--- config.mk ---
export PLATFORM = sky130hd
export DESIGN_NAME = flash_poll_rdpath
export DESIGN_NICKNAME = d
export VERILOG_FILES = /design/src/rtl/frp_pkg.sv /design/src/rtl/frp_reset_sync.sv /design/src/rtl/frp_access_detect.sv /design/src/rtl/frp_toggle.sv /design/src/rtl/frp_last_byte.sv /design/src/rtl/frp_out_stage.sv /design/src/rtl/flash_poll_rdpath.sv
export SDC_FILE = /design/constraint.sdc
export NUM_CORES = 1
export LEC_CHECK = 0
export ABC_CLOCK_PERIOD_IN_PS = 1800
export BUFFER_PORTS_ARGS = -buffer_cell sky130_fd_sc_hd__buf_4
export CAP_MARGIN = 20
export CORE_MARGIN = 4
export CORE_UTILIZATION = 50
export CTS_BUF_LIST = sky130_fd_sc_hd__clkbuf_2
export CTS_CLUSTER_DIAMETER = 200
export DETAILED_ROUTE_END_ITERATION = 7
export GPL_ROUTABILITY_DRIVEN = 1
export GPL_TIMING_DRIVEN = 0
export PLACE_DENSITY = 0.91
export SYNTH_ARGS = -nofsm -noshare
export SYNTH_HDL_FRONTEND = slang
export SYNTH_HIERARCHICAL = 1
export SYNTH_SLANG_ARGS = --single-unit
--- constraint.sdc ---
create_clock -name clk -period 1.8 [get_ports clk]
set_input_delay 0.18 -clock clk [delete_from_list [all_inputs] [get_ports clk]]
set_output_delay 0.18 -clock clk [all_outputs]
set_load 0.05 [all_outputs]
--- src/rtl/frp_pkg.sv ---
package frp_pkg;
  localparam int unsigned FRP_DATA_W   = 8;
  localparam int unsigned FRP_SYNC_LEN = 2;

  typedef enum logic [1:0] {
    SRC_NONE   = 2'd0,
    SRC_ARRAY  = 2'd1,
    SRC_STATUS = 2'd2
  } frp_src_e;
endpackage

--- src/rtl/frp_reset_sync.sv ---
module frp_reset_sync #(
  parameter int unsigned STAGES = frp_pkg::FRP_SYNC_LEN
) (
  input  logic clk,
  input  logic rst_n,
  output logic rst_sync_n
);
  logic [STAGES-1:0] chain_q;
  logic [STAGES-1:0] chain_d;

  always_comb begin
    chain_d = {chain_q[STAGES-2:0], 1'b1};
  end

  always_ff @(posedge clk or negedge rst_n) begin
    if (!rst_n) chain_q <= '0;
    else        chain_q <= chain_d;
  end

  assign rst_sync_n = chain_q[STAGES-1];
endmodule

--- src/rtl/frp_access_detect.sv ---
module frp_access_detect (
  input  logic clk,
  input  logic rst_n,
  input  logic ce_n,
  input  logic oe_n,
  input  logic we_n,
  output logic rd_en,
  output logic rd_start
);
  logic rd_q;
  logic rd_d;

  always_comb begin
    rd_en    = ~ce_n & ~oe_n & we_n;
    rd_d     = rd_en;
    rd_start = rd_en & ~rd_q;
  end

  always_ff @(posedge clk or negedge rst_n) begin
    if (!rst_n) rd_q <= 1'b0;
    else        rd_q <= rd_d;
  end
endmodule

--- src/rtl/frp_toggle.sv ---
module frp_toggle (
  input  logic clk,
  input  logic rst_n,
  input  logic busy,
  input  logic rd_start,
  output logic tog_nxt
);
  logic tog_q;
  logic adv_en;

  always_comb begin
    adv_en  = rd_start & busy;
    tog_nxt = adv_en ? ~tog_q : tog_q;
  end

  always_ff @(posedge clk or negedge rst_n) begin
    if (!rst_n)      tog_q <= 1'b0;
    else if (adv_en) tog_q <= tog_nxt;
  end
endmodule

--- src/rtl/frp_last_byte.sv ---
module frp_last_byte #(
  parameter int unsigned DATA_W = frp_pkg::FRP_DATA_W
) (
  input  logic              clk,
  input  logic              rst_n,
  input  logic              load_strobe,
  input  logic [DATA_W-1:0] load_byte,
  output logic [DATA_W-1:0] last_q
);
  logic [DATA_W-1:0] last_d;

  always_comb begin
    last_d = load_byte;
  end

  always_ff @(posedge clk or negedge rst_n) begin
    if (!rst_n)           last_q <= '0;
    else if (load_strobe) last_q <= last_d;
  end
endmodule

--- src/rtl/frp_out_stage.sv ---
module frp_out_stage #(
  parameter int unsigned DATA_W = frp_pkg::FRP_DATA_W
) (
  input  logic              clk,
  input  logic              rst_n,
  input  logic              rd_en,
  input  logic              busy,
  input  logic              tog,
  input  logic [DATA_W-1:0] last_byte,
  input  logic [DATA_W-1:0] array_data,
  output logic [DATA_W-1:0] bus_data,
  output logic              bus_drive
);
  import frp_pkg::*;

  localparam int unsigned POLL_BIT = DATA_W - 1;
  localparam int unsigned TGL_BIT  = DATA_W - 2;

  frp_src_e          src;
  logic [DATA_W-1:0] status_word;
  logic [DATA_W-1:0] data_d;

  for (genvar b = 0; b < DATA_W; b++) begin : g_status
    if (b == POLL_BIT) begin : g_poll
      assign status_word[b] = ~last_byte[b];
    end else if (b == TGL_BIT) begin : g_tgl
      assign status_word[b] = tog;
    end else begin : g_pass
      assign status_word[b] = last_byte[b];
    end
  end

  always_comb begin
    if (!rd_en)    src = SRC_NONE;
    else if (busy) src = SRC_STATUS;
    else           src = SRC_ARRAY;

    unique case (src)
      SRC_STATUS: data_d = status_word;
      SRC_ARRAY:  data_d = array_data;
      default:    data_d = '0;
    endcase
  end

  always_ff @(posedge clk or negedge rst_n) begin
    if (!rst_n) begin
      bus_data  <= '0;
      bus_drive <= 1'b0;
    end else begin
      bus_data  <= data_d;
      bus_drive <= rd_en;
    end
  end
endmodule

--- src/rtl/flash_poll_rdpath.sv ---
module flash_poll_rdpath #(
  parameter int unsigned DATA_W = frp_pkg::FRP_DATA_W
) (
  input  logic              clk,
  input  logic              rst_n,
  input  logic              ce_n,
  input  logic              oe_n,
  input  logic              we_n,
  input  logic              seq_busy,
  input  logic              load_strobe,
  input  logic [DATA_W-1:0] load_byte,
  input  logic [DATA_W-1:0] array_data,
  output logic [DATA_W-1:0] bus_data,
  output logic              bus_drive
);
  logic              rst_sync_n;
  logic              rd_en;
  logic              rd_start;
  logic              tog_nxt;
  logic [DATA_W-1:0] last_q;

  frp_reset_sync i_rst (
    .clk        (clk),
    .rst_n      (rst_n),
    .rst_sync_n (rst_sync_n)
  );

  frp_access_detect i_acc (
    .clk      (clk),
    .rst_n    (rst_sync_n),
    .ce_n     (ce_n),
    .oe_n     (oe_n),
    .we_n     (we_n),
    .rd_en    (rd_en),
    .rd_start (rd_start)
  );

  frp_toggle i_tog (
    .clk      (clk),
    .rst_n    (rst_sync_n),
    .busy     (seq_busy),
    .rd_start (rd_start),
    .tog_nxt  (tog_nxt)
  );

  frp_last_byte #(.DATA_W(DATA_W)) i_last (
    .clk         (clk),
    .rst_n       (rst_sync_n),
    .load_strobe (load_strobe),
    .load_byte   (load_byte),
    .last_q      (last_q)
  );

  frp_out_stage #(.DATA_W(DATA_W)) i_out (
    .clk        (clk),
    .rst_n      (rst_sync_n),
    .rd_en      (rd_en),
    .busy       (seq_busy),
    .tog        (tog_nxt),
    .last_byte  (last_q),
    .array_data (array_data),
    .bus_data   (bus_data),
    .bus_drive  (bus_drive)
  );
endmodule

==> results.ini, run 1 <==
[pwr]
p_leak_nw = 0.5708
power.density_nw_per_um2 = 796.3
ir_worst_vdd_mv = 0.4505
p_total_mw = 0.8539

[sta]
slew_viol_final = 0
slew_headroom_pct = 44.00
fin_ws_ns = 0.5849
rsz0062_at_grt = false
setup_viol = 0
layout_worst_path_cycle_share_pct = 67.51
max_freq_ghz = 0.8230
setup_tns_ns = 0
fin_crit_ns = 1.215
hold_violations = 0
clock_skew_ns = 0.008576
worstMarginPinSlew_ns = 0.8382

[clocking]
post_cts_buffers = 0
clock_latency_ns = 0.31
cts_root_buf = clkbuf_2
clockBufferDepth = 2
cts_resized = 0
cts_buffers = 3
cts_htree_levels = 1
cts_tree = done
clk_pin_slew_ns = 0.17
cts_hold_buf = 1
clock_sinks = 20

[grt]
grt_pass1_vias = 511
grtUsageTotal_pct = 13.49
grt_pass1_wl_um = 2083
antenna_found_initial = 0
grt_overflow_total = 0
grt_start_max_net_pins = 19

[synthesis]
syn-num-nets = 74
syn_inst = 51
avgSynthCellArea_um2 = 15.80
netlist_area_um2 = 805.8
synth_warnings = 6

[drt]
drc = 0
wire_per_inst_um = 13.51
drt-total-wl_um = 1365
ant_nets = 0
vias_per_cell = 5.030
drtIter0Drc = 2
vias = 508
drt_first_pass_iters = 4

[die]
ioPinCount = 32
die_y_um = 48.15
row_count = 14
chipWidth_um = 48.15
core-area_um2 = 1506
initial_utilization_pct = 53.49
die_area_um2 = 2318

[finish]
drive_gt1_share_pct = 50.59
layout.nets = 109
multi_input_area_um2 = 282.8
fin_area_um2 = 1072
seqCellArea_um2 = 500.5
final.fill_count = 111
n_antenna_cell = 0
syn_to_final_growth_pct = 33.07

[placement]
port_buffers = 29
dpl_worst_slack_ns = 0.4529
dpl_cell_area_um2 = 1044
dp_hpwl_um = 1109
gp_congestion = 0.6071

[setup_path]
crit_slowest_cell = dfrtp_1
cp-end-kind = flop
crit_path_max_fanout = 2
cp.required_ns = 2.02
r2r_start = i_acc/rd_q$_DFF_PN0_
startpoint_type = flop
cp.arrival_ns = 1.44
cpPeakStageDelay_ns = 0.40
worstSetupStartpoint = i_acc/rd_q$_DFF_PN0_
worstSetupPathType = reg -> reg
crit_chain = nor4b_2 -> nand2_2 -> xnor2_1 -> mux2i_1 -> nor2b_1

[worst_hold_path]
hold_class = in -> reg
hp-start = load_byte[3]

[run_status]
status = finished clean

[job]
max_cap_viol_count = 0

[state kept, by name, indices dropped and copies added (netlist names)]
name,count
i_acc/rd_q,1
i_last/last_q,7
i_out/bus_data,8
i_out/bus_drive,1
i_rst/chain_q,2
i_tog/tog_q,1
[power breakdown]
part           leakage (nW)  internal, mW  switching (mW)
logic                 0.303        0.0961          0.0671
clock network        0.0140        0.0483           0.127
registers             0.254         0.487          0.0293
[stage by stage]
stage	hold WS, ns	utilization [%]	std cells
CTS	0.07378	71.18	101
detailed placement	-0.03652	69.27	96
finish	0.08321	71.18	101
global placement	-0.03717	69.27	96
floorplan	-0.1156	-	51
global route	0.05855	71.18	101
[final timing paths]
| check | to | slack [ns] | cells past startpoint |
|---|---|---|---|
| max | i_out/bus_data[6]$_DFF_PN0_ | 0.58 | 5 |
| min | i_last/last_q[3]$_DFFE_PN0P_ | 0.08 | 2 |
| max reg2reg | i_out/bus_data[6]$_DFF_PN0_ | 0.58 | 5 |
| min reg2reg | i_out/bus_data[0]$_DFF_PN0_ | 0.28 | 0 |
| max in group asynchronous | i_last/last_q[1]$_DFFE_PN0P_ | 1.08 | 0 |
| min in group asynchronous | i_rst/chain_q[0]$_DFF_PN0_ | 0.17 | 2 |
[layout by cell type (no fill, tap or decap), drive strengths merged]
cell type     n
dlygate4sd3   1
mux2          7
clkbuf        3
clkinv        1
buf          31
nand2         2
xnor2         2
nor2b         7
nor3b         1
o211a         1
dfrtp        20
nor4b         1
conb          1
mux2i         7
[metal layers]
layer | track usage [%] | up-vias | share of wire, %
met5 | 0 | - | 0
met4 | 8.065 | 0 | 1.8
met3 | 2.583 | 3 | 12
met2 | 23.44 | 23 | 52
met1 | 15.14 | 243 | 34
li1 | - | 239 | -
[critical path: cells and delay by family, from the launching register on]
kind | cells | cell delay [ns]
AND/OR/NAND/NOR | 3 | 0.48
XOR/XNOR | 1 | 0.13
multiplexers | 1 | 0.13
flip-flops | 1 | 0.40
[layout make-up]
type | count | share of cell area (%)
multi-input cells | 29 | 26.37
well taps | 16 | 1.867
clock inverters | 1 | 0.3501
flip-flops and latches | 20 | 46.67
repair buffers | 30 | 21.24
plain buffers | 2 | 2.100
clock buffers | 3 | 1.400
(Power assumes the default switching activity.)
==> run 2, diff against run 1 <==
ABC_CLOCK_PERIOD_IN_PS = 1000   (was 1800)
CORE_UTILIZATION = 44   (was 50)
PLACE_DENSITY = 0.86   (was 0.91)
clock period = 1 ns   (was 1.8 ns; I/O delays follow)
==> run 2 against run 1 <==
The flow now finishes with violations (setup timing). Clock skew decreased by 0.0020 ns. Final cell count increased by 16%. Via count increased by 2.8%. Sequential power increased by 81%. Combinational power increased by 98%. Non-clock buffer count increased by 7.
==> results.ini, run 2 (synthesis results as in run 1) <==
[setup_path]
r2r_cells = 5  ; unchanged
worstSetupPathType = reg -> reg  ; unchanged
crit_chain = nor4b_2 -> nand2_2 -> xnor2_1 -> mux2i_1 -> nor2b_1  ; unchanged
endpoint = i_out/bus_data[6]$_DFF_PN0_  ; unchanged
r2r_slack_ns = -0.21  ; was 0.58 ns
cpPeakStageDelay_ns = 0.40  ; about the same
worstSetupStartpoint = i_acc/rd_q$_DFF_PN0_  ; unchanged
cp-end-kind = flop  ; unchanged
crit_slowest_cell = dfrtp_1  ; unchanged
crit_path_max_fanout = 2  ; unchanged
r2r_start = i_acc/rd_q$_DFF_PN0_  ; unchanged
timing.rr.end = i_out/bus_data[6]$_DFF_PN0_  ; unchanged
cp.arrival_ns = 1.41  ; was 1.44 ns
startpoint_type = flop  ; unchanged
cp.required_ns = 1.20  ; was 2.02 ns

[clocking]
clk_pin_slew_ns = 0.17  ; about the same
cts_buffers = 3  ; unchanged
cts_htree_levels = 1  ; unchanged
cts_tree = done  ; unchanged
clock_latency_ns = 0.29  ; was 0.31 ns
cts_root_buf = clkbuf_2  ; unchanged
clockBufferDepth = 2  ; unchanged
clock_sinks = 20  ; unchanged

[grt]
top_usage_layer = met2  ; unchanged
grt_pass1_wl_um = 2366  ; was 2083 um
antenna_found_initial = 0  ; unchanged
grt_overflow_total = 0  ; unchanged
grtUsageTotal_pct = 12.71  ; was 13.49%
use_met2_pct = 23.26  ; was 23.44%
grt_use_met3_pct = 2.671  ; was 2.583%
grt_start_max_net_pins = 19  ; unchanged
grt_pass1_vias = 545  ; was 511
use_met1_pct = 13.47  ; was 15.14%

[sta]
slew_headroom_pct = 54.47  ; was 44.00%
worstMarginPinSlew_ns = 0.6830  ; was 0.8382 ns
fin_crit_ns = 1.207  ; was 1.215 ns
layout_worst_path_cycle_share_pct = 120.7  ; was 67.51%
whs_ns = 0.008220  ; was 0.08321 ns
rsz0062_at_grt = true  ; was false
hold_violations = 0  ; unchanged
fin_ws_ns = -0.2066  ; was 0.5849 ns
slew_viol_final = 0  ; unchanged
max_freq_ghz = 0.8287  ; was 0.8230 GHz
clock_skew_ns = 0.006587  ; was 0.008576 ns
setup_viol = 2  ; was 0

[placement]
dpl_cell_area_um2 = 1055  ; was 1044 um2
dpl_worst_slack_ns = -0.2978  ; was 0.4529 ns
port_buffers = 29  ; unchanged
dp_cells = 105  ; was 96
gp_congestion = 0.6201  ; was 0.6071

[drt]
drt-total-wl_um = 1479  ; was 1365 um
vias = 522  ; was 508
drt_first_pass_iters = 4  ; unchanged
drtIter0Drc = 3  ; was 2
wire_per_inst_um = 12.64  ; was 13.51 um
ant_nets = 0  ; unchanged
vias_per_cell = 4.462  ; was 5.030
drc = 0  ; unchanged

[finish]
final.fill_count = 143  ; was 111
n_antenna_cell = 0  ; unchanged
drive_gt1_share_pct = 48.91  ; was 50.59%
layout_common_cells = buf_4, dfrtp_1, buf_6  ; was buf_4, dfrtp_1, mux2_4, mux2i_1, nor2b_1
largest_reg_flops = 8  ; unchanged
fin_area_um2 = 1190  ; was 1072 um2
fin_cells = 117  ; was 101
syn_to_final_growth_pct = 47.67  ; was 33.07%
reg_top3 = i_out/bus_data x8, i_last/last_q x7, i_rst/chain_q x2  ; unchanged
finish.utilization_pct = 68.91  ; was 71.18%
final_common_cell = buf_4  ; unchanged
regMostFlops = i_out/bus_data  ; unchanged
layout.nets = 116  ; was 109

[run_status]
failed_checks = setup timing
status = finished with violations  ; was finished clean

[die]
row_count = 15  ; was 14
die_y_um = 50.80  ; was 48.15 um
chipWidth_um = 50.80  ; was 48.15 um
ioPinCount = 32  ; unchanged
die_area_um2 = 2580  ; was 2318 um2
core-area_um2 = 1727  ; was 1506 um2
initial_utilization_pct = 46.67  ; was 53.49%

[job]
max_cap_viol_count = 0  ; unchanged

[pwr]
p_leak_nw = 0.6089  ; was 0.5708 nW
power.density_nw_per_um2 = 1311  ; was 796.3 nW/um2
ir_worst_vdd_mv = 0.8943  ; was 0.4505 mV

[worst_hold_path]
hold_depth = 2  ; unchanged
hold_class = in -> reg  ; unchanged

## run 2: per-stage QoR
step	power [mW]	setup TNS (ns)
finish	1.560	-0.3088
global route	1.657	-0.6624
CTS	1.561	-0.3535
detailed placement	1.243	-2.358
global placement	1.225	-2.113
floorplan	1.122	-0.1184
## run 2: worst min-delay path by stage
| stage | slack (ns) | startpoint | endpoint |
|---|---|---|---|
| floorplan | -0.20 | rst_n | i_rst/chain_q[0]$_DFF_PN0_ |
| detailed placement | -0.12 | rst_n | i_rst/chain_q[1]$_DFF_PN0_ |
| global placement | -0.12 | rst_n | i_rst/chain_q[0]$_DFF_PN0_ |
| global route | -0.02 | oe_n | i_out/bus_drive$_DFF_PN0_ |
| CTS | 0.002 | load_byte[2] | i_last/last_q[2]$_DFFE_PN0P_ |
| finish | 0.008 | ce_n | i_out/bus_drive$_DFF_PN0_ |
## run 2: layout make-up
class	instances	area (um2)	area share (%)
Timing Repair Buffer	37	329.1	27.66
Tap cell	25	31.28	2.629
Multi-Input combinational cell	29	287.8	24.19
Clock buffer	3	15.01	1.262
Buffer	2	22.52	1.893
Clock inverter	1	3.754	0.3155
Sequential cell	20	500.5	42.06
## run 2: layer usage
metal / routed length (um) / vias to the layer above / share of wire [%]
li1: - / 250 / -
met1: 576 / 251 / 39
met2: 787 / 19 / 53
met3: 92 / 2 / 6.2
met4: 22 / 0 / 1.5
met5: 0 / - / 0
## run 2: worst max-delay path: cells and delay by family (launching register included)
family | cells | cell delay [ns]
flops | 1 | 0.40
simple gates | 3 | 0.45
mux | 1 | 0.15
xor+xnor | 1 | 0.13
## run 2: timing repair
action / CTS / global route
endpoints found under the setup margin: 6 / 14
setup buffers: 1 / 0
hold endpoints to repair: 2 / 8
hold buffers: 1 / 6
resized for setup: 4 / 6
## run 2: power breakdown
| group | internal [mW] | total, mW | switching, mW |
|---|---|---|---|
| Sequential | 0.876 | 0.932 | 0.0564 |
| Clock | 0.0869 | 0.306 | 0.219 |
| Combinational | 0.198 | 0.322 | 0.124 |
==> run 3, diff against run 2 <==
CORE_UTILIZATION = 42   (was 44)
PLACE_DENSITY = 0.85   (was 0.86)
SYNTH_HIERARCHICAL = default   (was 1)
==> run 3 against run 2 <==
The flow now finishes without violations. Final cell count shrank 13%. Critical path depth shrank 4. Count of clock-buffer cells in the layout grew 1. Register-to-register slack gained 0.22 ns. Synthesized cell count is the same. Routed wire length shrank 3.7%. Sequential share of layout area grew 3.0 points. Hold slack gained 0.019 ns. Power shrank 4.2%. First-iteration DRC count grew 67%. Setup slack gained 0.22 ns. Critical endpoint is now bus_drive.
==> results.ini, run 3 <==
[placement]
gp_congestion = 0.5932  ; was 0.6201
dpl_worst_slack_ns = -0.1705  ; was -0.2978 ns
dp_hpwl_um = 1082
dpl_cell_area_um2 = 958.4  ; was 1055 um2
port_buffers = 28  ; was 29

[finish]
n_antenna_cell = 0  ; unchanged
regMostFlops = i_out.bus_data  ; was i_out/bus_data
syn_to_final_growth_pct = 45.44  ; was 47.67%
final_common_cell = buf_4  ; unchanged
fin_area_um2 = 1057  ; was 1190 um2
reg_top3 = i_out.bus_data x8, i_last.last_q x7, i_rst.chain_q x2  ; was i_out/bus_data x8, i_last/last_q x7, i_rst/chain_q x2
drive_gt1_share_pct = 51.16  ; was 48.91%
layout_common_cells = buf_4, dfrtp_1, buf_6  ; unchanged
largest_reg_flops = 8  ; unchanged
layout.nets = 110  ; was 116

[sta]
layout_worst_path_cycle_share_pct = 98.93  ; was 120.7%
rsz0062_at_grt = true  ; unchanged
setup_viol = 0  ; was 2
slew_headroom_pct = 57.48  ; was 54.47%
clock_skew_ns = 0.007167  ; was 0.006587 ns
max_freq_ghz = 1.011  ; was 0.8287 GHz
hold_violations = 0  ; unchanged
fin_crit_ns = 0.9893  ; was 1.207 ns
slew_viol_final = 0  ; unchanged
fin_ws_ns = 0.01067  ; was -0.2066 ns
worstMarginPinSlew_ns = 0.6378  ; was 0.6830 ns
setup_tns_ns = 0  ; was -0.3088 ns

[synthesis]
yosysTopAreaCell = dfrtp_1
synth-xor-area-share_pct = 2.410
syn_inst = 51  ; unchanged
synth_top_area_share_pct = 65.40
yosys.area_share.adder_pct = 0
synth_compound_area_share_pct = 1.033
ys_top_cells_by_area = dfrtp_1, mux2_2, mux2i_1, nor2_1, nor3b_2
avgSynthCellArea_um2 = 14.25  ; was 15.80 um2
netlist_area_um2 = 726.9  ; was 805.8 um2
synthTopCellsByCount = dfrtp_1, nor2_1, mux2_2, mux2i_1, clkbuf_1
synthMostInstantiatedCell = dfrtp_1
synth_edf_count = 0
synth_warnings = 0  ; was 6
muxShareOfSynthArea_pct = 20.48
ys_seq_elements = 19
synth_cell_types = 13
ys_seq_area_share_pct = 65.40
synthArstFlopShare_pct = 100.0
synthSimpleGateAreaFrac_pct = 7.057
synth_top_family_by_area = multiplexers
syn-num-nets = 74  ; unchanged
ys.flop_type = dfrtp_1

[clocking]
clock_latency_ns = 0.29  ; about the same
cts_tree = done  ; unchanged
cts_buffers = 3  ; unchanged
clockBufferDepth = 2  ; unchanged
clk_pin_slew_ns = 0.16  ; was 0.17 ns
cts_root_buf = clkbuf_2  ; unchanged
cts_htree_levels = 1  ; unchanged
clock_sinks = 19  ; was 20

[job]
max_cap_viol_count = 0  ; unchanged

[die]
chipWidth_um = 49.61  ; was 50.80 um
die_y_um = 49.61  ; was 50.80 um
ioPinCount = 32  ; unchanged
initial_utilization_pct = 46.11  ; was 46.67%
row_count = 14  ; was 15
die_area_um2 = 2461  ; was 2580 um2
core-area_um2 = 1577  ; was 1727 um2

[setup_path]
worstSetupPathType = reg -> out  ; was reg -> reg
cp.arrival_ns = 0.89  ; was 1.41 ns
crit_chain = buf_6  ; was nor4b_2 -> nand2_2 -> xnor2_1 -> mux2i_1 -> nor2b_1
startpoint_type = flop  ; unchanged
r2r_slack_ns = 0.01  ; was -0.21 ns
critPathBufInv = 1  ; was 0
crit_slowest_cell = dfrtp_2  ; was dfrtp_1
crit_path_max_fanout = 2  ; unchanged
critical_path.top_delay_family = flip-flops  ; was simple AND/OR/NAND/NOR gates
cpPeakStageDelay_ns = 0.45  ; was 0.40 ns
cp.required_ns = 0.90  ; was 1.20 ns
cp-end-kind = output pin  ; was flop

[drt]
drc = 0  ; unchanged
drtIter0Drc = 5  ; was 3
vias = 510  ; was 522
ant_nets = 0  ; unchanged
drt_first_pass_iters = 4  ; unchanged
wire_per_inst_um = 13.96  ; was 12.64 um
vias_per_cell = 5.000  ; was 4.462
drt-total-wl_um = 1424  ; was 1479 um

[worst_hold_path]
hold_class = in -> reg  ; unchanged

[grt]
grt_overflow_total = 0  ; unchanged
grt_pass1_wl_um = 2208  ; was 2366 um
grt_start_max_net_pins = 18  ; was 19
antenna_found_initial = 0  ; unchanged
grt_pass1_vias = 551  ; was 545
grtUsageTotal_pct = 11.79  ; was 12.71%

[pwr]
power.density_nw_per_um2 = 1414  ; was 1311 nW/um2
ir_worst_vdd_mv = 1.079  ; was 0.8943 mV
p_leak_nw = 0.5399  ; was 0.6089 nW

[run_status]
status = finished clean  ; was finished with violations

[run 3: layout make-up]
type	count	area [um2]
tap	16	20.02
inverter	1	3.754
clock buffer	4	20.02
fill	124	519.2
timing repair buffer	31	275.3
sequential	19	476.7
buffer	3	18.77
multi-input combinational	28	242.7
[run 3: power breakdown]
group          internal [mW]  leakage [nW]  switching (mW)
Clock                  0.106        0.0166           0.207
Combinational          0.169         0.285           0.119
Sequential             0.834         0.239          0.0598
[run 3: kinds of logic (layout without fill, tap and decap cells)]
group | count (synthesis) | after routing
other | 1 | 1
AND/OR/NAND/NOR | 10 | 10
multiplexers | 14 | 14
flip-flops | 19 | 19
buffers and inverters | 4 | 39
XOR/XNOR | 2 | 2
AO/OA/AOI/OAI | 1 | 1
[run 3: worst register-to-register path, cell delays in order (launching register included)]
cell	delay, ns
dfrtp_2	0.45
buf_6	0.13
xnor2_2	0.12
mux2i_1	0.14
nor2_1	0.06
[run 3: final timing paths]
kind,from,end,depth (start not counted)
setup / recovery,i_out.bus_drive$_DFF_PN0_,bus_drive,1
hold / removal,load_byte[0],i_last.last_q[0]$_DFFE_PN0P_,2
setup reg to reg,i_out.bus_drive$_DFF_PN0_,i_out.bus_data[6]$_DFF_PN0_,4
hold reg to reg,i_rst.chain_q[1]$_DFF_PN0_,i_last.last_q[1]$_DFFE_PN0P_,0
max in group asynchronous,i_rst.chain_q[1]$_DFF_PN0_,i_out.bus_drive$_DFF_PN0_,0
min in group asynchronous,rst_n,i_rst.chain_q[0]$_DFF_PN0_,2
[run 3: metal layers]
layer	wire length (um)	GRT usage, %
met4	0	5.530
met5	0	0
met3	105	3.916
met1	533	12.02
met2	785	21.37
[run 3: timing repair]
| item | in CTS | in global routing |
|---|---|---|
| setup buffers | 1 | 0 |
| gates resized for setup | 1 | 11 |
| pin swaps | 1 | 3 |
| endpoints found under the setup margin | 1 | 11 |
| hold buffers | 1 | 1 |
| hold endpoints to repair | 2 | 1 |
[run 3: per-stage QoR]
stage	std cells	total power, mW	util, %	hold slack [ns]
2_1_floorplan	51	1.049	-	-0.1956
3_5_place_dp	95	1.161	60.79	-0.1158
3_3_place_gp	95	1.144	60.79	-0.1177
5_1_grt	102	1.570	67.06	0.006169
6_report	102	1.495	67.06	0.02729
4_1_cts	101	1.478	63.41	0.01597
